`config.mk`:
```
export PLATFORM = sky130hd
export DESIGN_NAME = pcpwm_timer
export DESIGN_NICKNAME = d
export VERILOG_FILES = /design/src/rtl/pcpwm_pkg.sv /design/src/rtl/pcpwm_counter.sv /design/src/rtl/pcpwm_wavegen.sv /design/src/rtl/pcpwm_flags.sv /design/src/rtl/pcpwm_timer.sv
export SDC_FILE = /design/constraint.sdc
export NUM_CORES = 1
export LEC_CHECK = 0
export CORE_ASPECT_RATIO = 0.5
export CORE_MARGIN = 1
export CORE_UTILIZATION = 48
export CTS_CLUSTER_DIAMETER = 40
export DETAILED_ROUTE_END_ITERATION = 8
export DONT_BUFFER_PORTS = 1
export PLACE_DENSITY = 0.68
export SLEW_MARGIN = 20
export SYNTH_ARGS = -nofsm -noshare
export SYNTH_HDL_FRONTEND = slang
export SYNTH_SLANG_ARGS = --single-unit
```
`constraint.sdc`:
```
create_clock -name clk -period 3.1 [get_ports clk]
set_input_delay 0.62 -clock clk [delete_from_list [all_inputs] [get_ports clk]]
set_output_delay 0.62 -clock clk [all_outputs]
set_load 0.05 [all_outputs]
```
`src/rtl/pcpwm_pkg.sv`:
```
// Package: shared encodings for the phase-correct PWM timer.
// Assumes an 8-bit-or-wider write data bus and a two-bit register address.
package pcpwm_pkg;
    typedef enum logic [1:0] {
        OM_PORT0  = 2'd0,
        OM_PORT1  = 2'd1,
        OM_NONINV = 2'd2,
        OM_INV    = 2'd3
    } outmode_e;

    localparam logic [1:0] ADDR_MODE = 2'd0;
    localparam logic [1:0] ADDR_CMP  = 2'd1;
    localparam logic [1:0] ADDR_PORT = 2'd2;
    localparam logic [1:0] ADDR_FLAG = 2'd3;

    localparam int NUM_FLAGS = 2;
    localparam int FLAG_BOT  = 0;
    localparam int FLAG_CMP  = 1;
endpackage

```
`src/rtl/pcpwm_counter.sv`:
```
// Module: up/down ramp counter.
// Counts 0..MAX..0 with one step per enabled cycle; MAX and 0 each last a
// single step. Publishes the value the next step will reach and the
// direction of that step, so that its neighbours can act on the same edge.
module pcpwm_counter #(
    parameter int W = 8
) (
    input  logic         clk,
    input  logic         rst_n,
    input  logic         tick,
    output logic [W-1:0] cnt_q,
    output logic [W-1:0] cnt_nxt,
    output logic         step_up
);
    localparam logic [W-1:0] CNT_MAX = '1;
    localparam logic [W-1:0] CNT_MAX_M1 = CNT_MAX - 1'b1;
    localparam logic [W-1:0] ONE = W'(1);

    logic climbing_q;

    // Purpose: the value the next step reaches, given the current direction.
    always_comb begin
        cnt_nxt = climbing_q ? cnt_q + ONE : cnt_q - ONE;
        step_up = climbing_q;
    end

    // Purpose: advance the count and reverse the direction at both ends.
    always_ff @(posedge clk) begin
        if (!rst_n) begin
            cnt_q      <= '0;
            climbing_q <= 1'b1;
        end else if (tick) begin
            cnt_q <= cnt_nxt;
            if (climbing_q && cnt_nxt == CNT_MAX)
                climbing_q <= 1'b0;
            else if (!climbing_q && cnt_nxt == '0)
                climbing_q <= 1'b1;
        end
    end

    p_hold_r2: assert property (@(posedge clk) disable iff (!rst_n)
        !tick |=> $stable(cnt_q));
    p_step_r1: assert property (@(posedge clk) disable iff (!rst_n)
        tick |=> (cnt_q == $past(cnt_q) + ONE) || (cnt_q == $past(cnt_q) - ONE));
    p_top_turn_r1: assert property (@(posedge clk) disable iff (!rst_n)
        (tick && cnt_q == CNT_MAX) |=> cnt_q == CNT_MAX_M1);
    p_bot_turn_r1: assert property (@(posedge clk) disable iff (!rst_n)
        (tick && cnt_q == '0) |=> cnt_q == ONE);
endmodule

```
`src/rtl/pcpwm_wavegen.sv`:
```
// Module: compare buffering and waveform register.
// Holds the compare value written by the host and copies it into the active
// register on the step that reaches the top. On a match, the waveform is
// cleared when the step was upward and set when it was downward. The ends
// are forced: 0 gives low and the maximum gives high. Assumes the step
// information arrives from the counter in the same cycle as the tick.
module pcpwm_wavegen #(
    parameter int W = 8
) (
    input  logic         clk,
    input  logic         rst_n,
    input  logic         tick,
    input  logic [W-1:0] cnt_nxt,
    input  logic         step_up,
    input  logic         cmp_wr,
    input  logic [W-1:0] cmp_wdata,
    output logic [W-1:0] cmp_act,
    output logic         wave_q,
    output logic         match
);
    localparam logic [W-1:0] CNT_MAX = '1;

    logic [W-1:0] cmp_hold_q;
    logic         load_top;

    // Purpose: detect the top-of-ramp step and a compare match on this step.
    always_comb begin
        load_top = tick && step_up && (cnt_nxt == CNT_MAX);
        match    = tick && (cnt_nxt == cmp_act);
    end

    // Purpose: the host-side holding register for the compare value.
    always_ff @(posedge clk) begin
        if (!rst_n)
            cmp_hold_q <= '0;
        else if (cmp_wr)
            cmp_hold_q <= cmp_wdata;
    end

    // Purpose: the active compare value, refreshed only at the ramp top.
    always_ff @(posedge clk) begin
        if (!rst_n)
            cmp_act <= '0;
        else if (load_top)
            cmp_act <= cmp_hold_q;
    end

    // Purpose: the non-inverted waveform, changed only on a match.
    always_ff @(posedge clk) begin
        if (!rst_n)
            wave_q <= 1'b0;
        else if (match) begin
            if (cmp_act == CNT_MAX)
                wave_q <= 1'b1;
            else if (cmp_act == '0)
                wave_q <= 1'b0;
            else
                wave_q <= !step_up;
        end
    end

    p_load_top_r8: assert property (@(posedge clk) disable iff (!rst_n)
        !$stable(cmp_act) |-> $past(tick && step_up && cnt_nxt == CNT_MAX));
    p_wave_hold_r2: assert property (@(posedge clk) disable iff (!rst_n)
        !tick |=> $stable(wave_q));
endmodule

```
`src/rtl/pcpwm_flags.sv`:
```
// Module: sticky event flags.
// Each flag is set by its event pulse and cleared by a host write of 1 to
// its bit. A set and a clear on the same cycle leave the flag set.
module pcpwm_flags #(
    parameter int NF = 2
) (
    input  logic          clk,
    input  logic          rst_n,
    input  logic [NF-1:0] set_i,
    input  logic [NF-1:0] clr_i,
    output logic [NF-1:0] flag_q
);
    // Purpose: hold the flags, with the set taking priority over the clear.
    always_ff @(posedge clk) begin
        if (!rst_n)
            flag_q <= '0;
        else
            flag_q <= (flag_q & ~clr_i) | set_i;
    end

    p_sticky_r9_r10: assert property (@(posedge clk) disable iff (!rst_n)
        (flag_q != '0 && clr_i == '0) |=> (flag_q & $past(flag_q)) == $past(flag_q));
endmodule

```
`src/rtl/pcpwm_timer.sv`:
```
// Module: top of the phase-correct PWM timer.
// Decodes the register write port and selects the pin source from the mode
// field. The pin value is the port data bit in modes 0 and 1, and the
// waveform (complemented in mode 3) in modes 2 and 3. The driver enable
// follows the direction bit. Assumes writes are single-cycle strobes.
module pcpwm_timer
    import pcpwm_pkg::*;
#(
    parameter int W = 8
) (
    input  logic         clk,
    input  logic         rst_n,
    input  logic         tick_en,
    input  logic         wr_en,
    input  logic [1:0]   wr_addr,
    input  logic [W-1:0] wr_data,
    output logic         pwm_pin,
    output logic         pwm_oe,
    output logic         ovf_flag,
    output logic         cmp_flag,
    output logic [W-1:0] cnt_o
);
    logic [W-1:0]         cnt_nxt;
    logic                 step_up;
    logic [W-1:0]         cmp_act;
    logic                 wave_q;
    logic                 match;
    logic [NUM_FLAGS-1:0] flag_set;
    logic [NUM_FLAGS-1:0] flag_clr;
    logic [NUM_FLAGS-1:0] flags;
    outmode_e             mode_q;
    logic                 port_data_q;
    logic                 port_dir_q;

    pcpwm_counter #(.W(W)) u_cnt (
        .clk    (clk),
        .rst_n  (rst_n),
        .tick   (tick_en),
        .cnt_q  (cnt_o),
        .cnt_nxt(cnt_nxt),
        .step_up(step_up)
    );

    pcpwm_wavegen #(.W(W)) u_wave (
        .clk      (clk),
        .rst_n    (rst_n),
        .tick     (tick_en),
        .cnt_nxt  (cnt_nxt),
        .step_up  (step_up),
        .cmp_wr   (wr_en && wr_addr == ADDR_CMP),
        .cmp_wdata(wr_data),
        .cmp_act  (cmp_act),
        .wave_q   (wave_q),
        .match    (match)
    );

    // Purpose: route the bottom and match events and the host clear bits.
    always_comb begin
        flag_set           = '0;
        flag_set[FLAG_BOT] = tick_en && !step_up && (cnt_nxt == '0);
        flag_set[FLAG_CMP] = match;
        flag_clr           = (wr_en && wr_addr == ADDR_FLAG) ?
                             wr_data[NUM_FLAGS-1:0] : '0;
    end

    pcpwm_flags #(.NF(NUM_FLAGS)) u_flags (
        .clk   (clk),
        .rst_n (rst_n),
        .set_i (flag_set),
        .clr_i (flag_clr),
        .flag_q(flags)
    );

    // Purpose: the mode field and the port data and direction bits.
    always_ff @(posedge clk) begin
        if (!rst_n) begin
            mode_q      <= OM_PORT0;
            port_data_q <= 1'b0;
            port_dir_q  <= 1'b0;
        end else if (wr_en) begin
            if (wr_addr == ADDR_MODE)
                mode_q <= outmode_e'(wr_data[1:0]);
            if (wr_addr == ADDR_PORT) begin
                port_data_q <= wr_data[0];
                port_dir_q  <= wr_data[1];
            end
        end
    end

    // Purpose: pick the pin source and drive the outputs.
    always_comb begin
        case (mode_q)
            OM_NONINV: pwm_pin = wave_q;
            OM_INV:    pwm_pin = !wave_q;
            default:   pwm_pin = port_data_q;
        endcase
        pwm_oe   = port_dir_q;
        ovf_flag = flags[FLAG_BOT];
        cmp_flag = flags[FLAG_CMP];
    end

    p_bot_flag_r9: assert property (@(posedge clk) disable iff (!rst_n)
        $rose(ovf_flag) |-> cnt_o == '0);
    p_cmp_flag_r10: assert property (@(posedge clk) disable iff (!rst_n)
        $rose(cmp_flag) |-> cnt_o == cmp_act);
endmodule

```
Yosys cells after proc, flatten, opt, wreduce, memory -nomap -nowiden
Cells that the tools add are included.

Add/subtract/negate cells: 2. Multipliers: 0. Div/mod/pow operators: 0. Magnitude comparators: 0. Equal/unequal tests: 8. Shift-type cells: 0. Mux-type cells: 7. Bitwise gates (word level): 3. Reduce and logical (&&, ||, !) cells: 18.

Operator list (count): $eq 8x8->1 const B (2); $logic_not 8->1 (2); $logic_and 1x1->1 (9); $add 8x1->8 const B (1); $eq 2x2->1 const B (4); $eq 8x8->1 (1); $mux 8 (1); $sub 8x1->8 const B (1); $reduce_and 2->1 (3); $mux 1 (4); $and 2x2->2 (1); $eq 2x1->1 const B (1); $logic_not 1->1 (2); $logic_not 2->1 (1); $mux 2 (1); $not 2->2 (1); $or 2x2->2 (1); $pmux 1 s2 (1); $reduce_bool 2->1 (1).

Register bits: 32. Latch bits: 0. RAM bits: 0. Memory bits (read-only): 0. Output and inout port bits: 12. Word-level logic and storage cells: 47. Memories: 0.

Longest topological paths before layout
Gate-level depths: netlist (run 1).

Depth after elaboration: 6. Depth in mapped cells: 10.

Hierarchy
From an unflattened synthesis (run 1), not the netlist that was laid out.

Cell total of the unflattened synthesis: 192. Area, all modules: 1853.0 µm².

By module, submodules not included: pcpwm_wavegen (instances 1, cells an instance 79, area an instance 818.3 µm², sequential area each 340.3 µm²); pcpwm_counter (instances 1, cells an instance 81, area an instance 713.2 µm², sequential area each 180.2 µm²); pcpwm_timer (instances 1, cells an instance 26, area an instance 239.0 µm², sequential area each 80.1 µm²); pcpwm_flags (instances 1, cells an instance 6, area an instance 82.6 µm², sequential area each 40.0 µm²).

Least setup slack after synthesis (run 1)
No wires, ideal clock.

Kind: register to register. Start point: reg u_cnt.cnt_q[0]. End point: reg u_wave.cmp_act[0]. Data arrival time: 2.703 ns. Required time: 2.984 ns. Path slack: 0.281 ns. Stages on the path, launching flop included: 11. Cell sequence: dfxtp_1 > inv_1 > fa_1 > and2b_1 > o2111ai_1 > nor3b_2 > xor2_1 > nor4b_2 > buf_6 > mux2i_1 > nor2b_1.

Cells in the longest elaborated chain, start to end: 4. Elaborated cells between the ends (all ways): 5. Classes of those cells: add/sub: 2; eq/ne: 1; mux: 1; reduce/logical: 1.

RTL lines: start: declaration (RTL line pcpwm_counter.sv:11) `output logic [W-1:0] cnt_q,`; start signal: assignment (RTL line pcpwm_counter.sv:33) `cnt_q <= cnt_nxt;`; $sub 8x1->8 or $add 8x1->8 (tied branches) (RTL line pcpwm_counter.sv:23) `cnt_nxt = climbing_q ? cnt_q + ONE : cnt_q - ONE;`; $mux 8 * (RTL line pcpwm_counter.sv:23); net cnt_nxt[0] (RTL line pcpwm_timer.sv:23) `logic [W-1:0] cnt_nxt;`; $eq 8x8->1 * (RTL line pcpwm_wavegen.sv:28) `load_top = tick && step_up && (cnt_nxt == CNT_MAX);`; $logic_and 1x1->1 * (RTL line pcpwm_wavegen.sv:28); end signal: assignment (RTL line pcpwm_wavegen.sv:45) `cmp_act <= cmp_hold_q;`; end: declaration (RTL line pcpwm_wavegen.sv:17) `output logic [W-1:0] cmp_act,`.

Mark *: on every way through the listed nets, which the timed path passes. The rest lies on a longest branch. A chain may end at the register's enable or synchronous reset.

Final worst setup path (run 1)
Start point: reg u_cnt.climbing_q (netlist: u_cnt.step_up). End point: reg u_wave.cmp_act[2].

Cells in the longest elaborated chain, start to end: 3. Elaborated cells between the ends (all ways): 4. Classes of those cells: eq/ne: 1; mux: 1; reduce/logical: 2.

RTL lines: start: declaration (RTL line pcpwm_counter.sv:19) `logic climbing_q;`; start signal: assignment (RTL line pcpwm_counter.sv:31) `climbing_q <= 1'b1;`; start signal: assignment (RTL line pcpwm_counter.sv:35) `climbing_q <= 1'b0;`; start signal: assignment (RTL line pcpwm_counter.sv:37) `climbing_q <= 1'b1;`; $mux 8 (RTL line pcpwm_counter.sv:23); $eq 8x8->1 (RTL line pcpwm_wavegen.sv:28); $logic_and 1x1->1 * (RTL line pcpwm_wavegen.sv:28).

Every way passes the cells marked *; elsewhere a longest branch is shown, timed or not.

==> out/results.tsv, run 1 <==
stage	metric	value	unit
cells_and_area	P&R area growth vs syn	11.6	%
logic_synthesis	Syn Nets	205	
timing	Hold WS	0.436	ns
timing	Tightest Pin Transition	0.579	ns
logic_synthesis	number of distinct library cells after synthesis	45	
cells_and_area	layout cell share with drive strength beyond 1	0.146	
logic_synthesis	Synth Area per Inst	9.87	µm²
power_and_ir_drop	total power	0.892	mW
detailed_routing	DRC Markers	0	
setup_path	CP Launch Type	flop	
logic_synthesis	EDFF count, synth	0	
detailed_routing	wire per inst	14.8	µm
logic_synthesis	Seq cells post-synth	32	
timing	Final Hold Fails	0	
setup_path	worst setup path class	flop to flop	
timing	RSZ-0062 raised after global routing	no	
clock_tree	Clock Latency Late Sink	0.28	ns
detailed_routing	DR vias/cell	5.33	
logic_synthesis	ranking of synthesized cells by area	dfxtp_1, mux2i_1, nor2b_1, ha_1, xor2_1	
timing	fmax	350	MHz
clock_tree	clock sink count	32	
run_status	status	finished, final reports clean	
detailed_routing	Detailed Routing Iterations Pass 1	5	
logic_synthesis	synthesized area	1800	µm²
cells_and_area	nets	214	
setup_path	crit path max fanout	9	
logic_synthesis	synthesized instance count	182	
global_route	vias in the first global route	1168	
global_route	antenna violations before repair	0	
floorplanning	Die X-Extent	88.5	µm
power_and_ir_drop	Leak Pwr	0.841	nW
logic_synthesis	Seq/Total Area, Yosys	0.357	
cells_and_area	number of antenna diodes	0	
floorplanning	# IOs	26	
timing	Layout Skew	0.00722	ns
global_route	largest net degree at the start of global routing	34	
detailed_routing	WL final	3590	µm
floorplanning	full die area	4000	µm²
clock_tree	CTS tree	built	
setup_path	CP required	3.27	ns
hold_path	worst min path class	input pin to flop	
setup_path	WP data arrival	3.03	ns
timing	Max-Slew Margin vs Limit	0.614	
floorplanning	DIE HEIGHT	45.2	µm
global_route	Overall Global Routing Usage	0.201	
power_and_ir_drop	VDD IR-drop max	215	µV
clock_tree	cts-stage hold buffer count	0	
logic_synthesis	Synth top cells by count	dfxtp_1, mux2i_1, nor2b_1	
floorplanning	Core ar.	3510	µm²
cells_and_area	fin util	0.571	
logic_synthesis	synth warn	0	
global_route	total global routing overflow	0	
clock_tree	CTS Buf Count	5	
floorplanning	row count	15	
timing	# setup viols final	0	
setup_path	CP Capture Type	flop	
power_and_ir_drop	pwr dens	445	nW/µm²
timing	Tmin final	2.86	ns
place	routability cong.	0.786	
logic_synthesis	main flop type after synthesis	dfxtp_1	
detailed_routing	DRT iter0 DRCs	45	
cells_and_area	fill count	317	
detailed_routing	post-route ant nets	0	
logic_synthesis	area leader, netlist	dfxtp_1	
global_route	first-pass GRT wire length	5840	µm
clock_tree	CTS Buffer Depth	2	
detailed_routing	Via Count	1295	
timing	Slew Viols, Final	0	
floorplanning	Initial Utilization	0.512	
timing	final worst path period share	0.922	
timing	Sum Neg Setup Slack	0	ns
logic_synthesis	Synth top area share	0.357	
logic_synthesis	FFs w/ async S/R, synth	0	
clock_tree	H-tree depth	2	
logic_synthesis	most common cell in the netlist	dfxtp_1	
clock_tree	CTS root buffer	clkbuf_8	
job	max cap viols	0	
clock_tree	Worst-path clk slew	0.07	ns
place	Port Buffer Count	0	
place	hpwl dp	2590	µm
==> routing by layer <==
metal	wire length [µm]	up-vias	GRT usage
met3	159	2	0.0622
li1	-	660	-
met2	1490	21	0.294
met1	1920	612	0.281
met4	19	0	0.0742
met5	0	-	0
==> through the flow <==
step / std cells / setup slack, ns / instance area [µm²]
CTS: 243 / 0.250 / 2000
detailed placement: 235 / 0.255 / 1890
finish: 243 / 0.242 / 2000
global route: 243 / 0.0215 / 2000
global placement: 235 / 0.428 / 1890
floorplan: 182 / 0.281 / 1800
==> logic make-up (layout without fill, tap and decap cells) <==
logic type | Yosys count | after routing | share of synthesized area
multiplexers | 27 | 27 | 0.151
buffers and inverters | 14 | 24 | 0.0335
adder cells (fa/ha/maj) | 9 | 9 | 0.0669
AO/OA/AOI/OAI | 19 | 19 | 0.0829
flip-flops | 32 | 32 | 0.357
AND/OR/NAND/NOR | 67 | 67 | 0.233
XOR/XNOR | 14 | 14 | 0.0767
==> sequential cells by signal (all words and copies together), names as in the netlist <==
register,count
pwm_oe,1
port_data_q,1
mode_q,2
u_wave.wave_q,1
u_wave.cmp_hold_q,8
u_cnt.cnt_q,8
u_flags.flag_q,2
u_wave.cmp_act,8
u_cnt.step_up,1
==> cell usage in the layout (no fill, tap or decap), drive strengths merged, types with 2 or more instances in the layout <==
master  count
a21boi      2
a21oi       5
and2        5
buf         9
clkbuf      6
dfxtp      32
ha          8
inv         7
mux2i      27
nand2       8
nand3       3
nand3b      2
nand4       9
nor2        3
nor2b      24
nor3b       2
o21ai       3
or2         2
xnor2       5
xor2        9
==> repair_timing <==
action,CTS,global route
endpoints found under the setup margin,0,1
gates resized for setup,0,1
setup buffers,0,0
endpoints found under the hold margin,0,0
==> power breakdown <==
group	leakage [nW]	switching [mW]	internal, mW
Clock	0.0552	0.155	0.238
Combinational	0.527	0.0371	0.0309
Sequential	0.259	0.0102	0.420
==> worst max-delay path, stage by stage, from the launching register on <==
cell	delay (ns)
dfxtp_1	0.44
inv_1	0.21
ha_1	0.39
and2b_1	0.21
o2111ai_1	0.17
nor3b_2	0.34
xor2_1	0.18
nor4b_2	0.30
buf_4	0.25
mux2i_1	0.21
nor2b_1	0.06
==> area by class of cell <==
type	count	area, µm²	share of cell area
inverters	7	26.3	0.0131
well taps	51	63.8	0.0318
flip-flops and latches	32	641	0.320
repair buffers	9	67.6	0.0337
clock inverters	2	35.0	0.0175
multi-input cells	136	1100	0.548
clock buffers	6	72.6	0.0362
==> worst paths after layout <==
kind                       from           endpoint  slack [ns]  depth (start not counted)
setup / recovery  u_cnt.step_up  u_wave.cmp_act[2]        0.24                         10
hold / removal            rst_n      u_cnt.step_up        0.44                          1
setup reg to reg  u_cnt.step_up  u_wave.cmp_act[2]        0.24                         10
hold reg to reg   u_wave.wave_q      u_wave.wave_q        0.50                          2
Power figures use the tool's default switching activity.
==> inputs of run 2 (changes only) <==
--- a/config.mk
+++ b/config.mk
@@ -6,7 +6,7 @@
 export NUM_CORES = 1
 export LEC_CHECK = 0
 export CORE_ASPECT_RATIO = 0.5
-export CORE_MARGIN = 1
+export CORE_MARGIN = 3
 export CORE_UTILIZATION = 48
 export CTS_CLUSTER_DIAMETER = 40
 export DETAILED_ROUTE_END_ITERATION = 8
==> run 2 against run 1 <==
Net effect:
- non-clock buffer count unchanged
- global-route usage fell by 2.8 points
- sequential share of layout area is the same
- fmax increased by 1.5%
- die area increased by 14%
- critical endpoint unchanged
- core utilization is the same
- final area unchanged
- combinational power shrank 2%
- clock-buffer cell count did not move
- critical path depth unchanged
==> out/results.tsv, run 2 (synthesized netlist as in run 1, its figures left out) <==
stage	metric	value	unit
detailed_routing	DR vias/cell	5.32	
place	Inst Count DP	235	
timing	final worst path period share	0.908	
power_and_ir_drop	pwr dens	449	nW/µm²
clock_tree	CTS root buffer	clkbuf_8	
floorplanning	full die area	4550	µm²
cells_and_area	number of antenna diodes	0	
clock_tree	Worst-path clk slew	0.08	ns
timing	Final Hold Fails	0	
global_route	antenna violations before repair	0	
clock_tree	CTS Buffer Depth	2	
place	Port Buffer Count	0	
clock_tree	H-tree depth	2	
global_route	first-pass GRT wire length	6040	µm
place	routability cong.	0.847	
detailed_routing	DRC Markers	0	
cells_and_area	most common cell after layout, fill and taps aside	dfxtp_1	
cells_and_area	layout cell share with drive strength beyond 1	0.146	
setup_path	Crit path buffers/inverters	2	
timing	Max-Slew Margin vs Limit	0.615	
setup_path	worst r2r path cells	10	
clock_tree	CTS tree	built	
hold_path	Hold Path End	u_cnt.step_up	
setup_path	CP Capture Type	flop	
floorplanning	# IOs	26	
cells_and_area	non-filler cells in the finished layout	243	
floorplanning	row count	15	
detailed_routing	post-route ant nets	0	
timing	Layout Skew	0.00764	ns
global_route	vias in the first global route	1257	
clock_tree	Clock Latency Late Sink	0.29	ns
setup_path	RR Startpoint	u_cnt.step_up	
setup_path	reg2reg setup slack	0.29	ns
cells_and_area	nets	214	
setup_path	Crit path max-delay family	simple AND/OR/NAND/NOR gates	
floorplanning	Die X-Extent	92.5	µm
setup_path	crit path max fanout	9	
cells_and_area	fill count	312	
floorplanning	DIE HEIGHT	49.2	µm
detailed_routing	Via Count	1293	
detailed_routing	wire per inst	14.6	µm
setup_path	CP max stage cell	dfxtp_1	
hold_path	HP Start	rst_n	
global_route	total global routing overflow	0	
timing	Slew Viols, Final	0	
setup_path	crit-path cells	inv_1 -> ha_1 -> and2b_1 -> o2111ai_1 -> nor3b_2 -> xor2_1 -> nor4b_2 -> buf_4 -> mux2i_1 -> nor2b_1	
detailed_routing	DRT iter0 DRCs	54	
clock_tree	CTS Buf Count	5	
timing	Tightest Pin Transition	0.576	ns
place	hpwl dp	2510	µm
global_route	Overall Global Routing Usage	0.173	
timing	Sum Neg Setup Slack	0	ns
setup_path	CP required	3.28	ns
timing	# setup viols final	0	
timing	RSZ-0062 raised after global routing	no	
setup_path	reg2reg end	u_wave.cmp_act[2]	
cells_and_area	most frequent cells in the layout	dfxtp_1, mux2i_1, nor2b_1, nand4_1, buf_4	
detailed_routing	WL final	3540	µm
hold_path	worst min path class	input pin to flop	
cells_and_area	Top Registers	u_cnt.cnt_q: 8 flops, u_wave.cmp_act: 8 flops, u_wave.cmp_hold_q: 8 flops	
detailed_routing	Detailed Routing Iterations Pass 1	4	
hold_path	Hold Path Cell Cnt	1	
timing	Tmin final	2.81	ns
clock_tree	clock sink count	32	
setup_path	CP Launch Type	flop	
cells_and_area	P&R area growth vs syn	11.6	%
power_and_ir_drop	Leak Pwr	0.841	nW
job	max cap viols	0	
floorplanning	Core ar.	3510	µm²
setup_path	WP data arrival	3.00	ns
global_route	largest net degree at the start of global routing	34	
floorplanning	Initial Utilization	0.512	
setup_path	worst setup path class	flop to flop	
timing	fmax	355	MHz
setup_path	CP max stage delay	0.44	ns
power_and_ir_drop	VDD IR-drop max	221	µV
run_status	status	finished, final reports clean	
[run 2: cell counts in the layout (fill, tap and decap cells not counted)]
Identical to the previous run, type by type.
[run 2: stage by stage]
stage	hold WS, ns	power, mW	instance area [µm²]	setup slack (ns)	utilization
final	0.428	0.901	2000	0.285	0.571
after global routing	0.427	0.936	2000	0.0629	0.571
after CTS	0.417	0.910	2000	0.267	0.570
after detailed placement	0.489	0.507	1890	0.309	0.539
after global placement	0.478	0.507	1890	0.434	0.539
after floorplan	0.451	0.499	1800	0.281	-
[run 2: what timing repair did]
action,CTS,global route
gates resized for setup,0,1
hold buffers,0,0
endpoints found under the setup margin,0,3
setup buffers,0,0
[run 2: worst register-to-register path, delay by kind of cell, from the launching register on]
kind	cells	cell delay (ns)
xor gates and xnor gates	1	0.19
muxes	1	0.21
and+or+nand+nor	4	0.89
AOI/OAI and AO/OA	1	0.16
DFF	1	0.44
adders and majority gates	1	0.38
buffers and inverters	2	0.44
[run 2: power breakdown]
group | switching [mW] | total (mW) | internal [mW]
combinational | 0.0360 | 0.0667 | 0.0307
sequential | 0.0101 | 0.430 | 0.420
clock | 0.165 | 0.404 | 0.238
total | 0.211 | 0.901 | 0.689
[run 2: routing by layer]
layer	vias up	track usage	wire length (µm)
met4	0	0.101	106
met1	596	0.241	1810
met3	11	0.0524	182
li1	659	-	-
met5	-	0	0
met2	27	0.233	1440
[run 2: worst max-delay path by stage]
| stage | start | endpoint | slack [ns] | cells past startpoint |
|---|---|---|---|---|
| floorplan | u_cnt.cnt_q[0] | u_wave.cmp_act[0] | 0.28 | 10 |
| global placement | u_cnt.step_up | u_wave.cmp_act[5] | 0.43 | 10 |
| detailed placement | u_cnt.step_up | u_wave.cmp_act[3] | 0.31 | 10 |
| CTS | u_cnt.step_up | u_wave.cmp_act[3] | 0.27 | 10 |
| global route | u_cnt.step_up | u_wave.cmp_act[3] | 0.06 | 10 |
| finish | u_cnt.step_up | u_wave.cmp_act[2] | 0.29 | 10 |
[run 2: cell type report]
cell class,count,area [µm²],area share
clock buffers,6,72.6,0.0362
clock inverters,2,35.0,0.0175
inverters,7,26.3,0.0131
multi-input cells,136,1100,0.548
flip-flops and latches,32,641,0.320
well taps,51,63.8,0.0318
repair buffers,9,67.6,0.0337
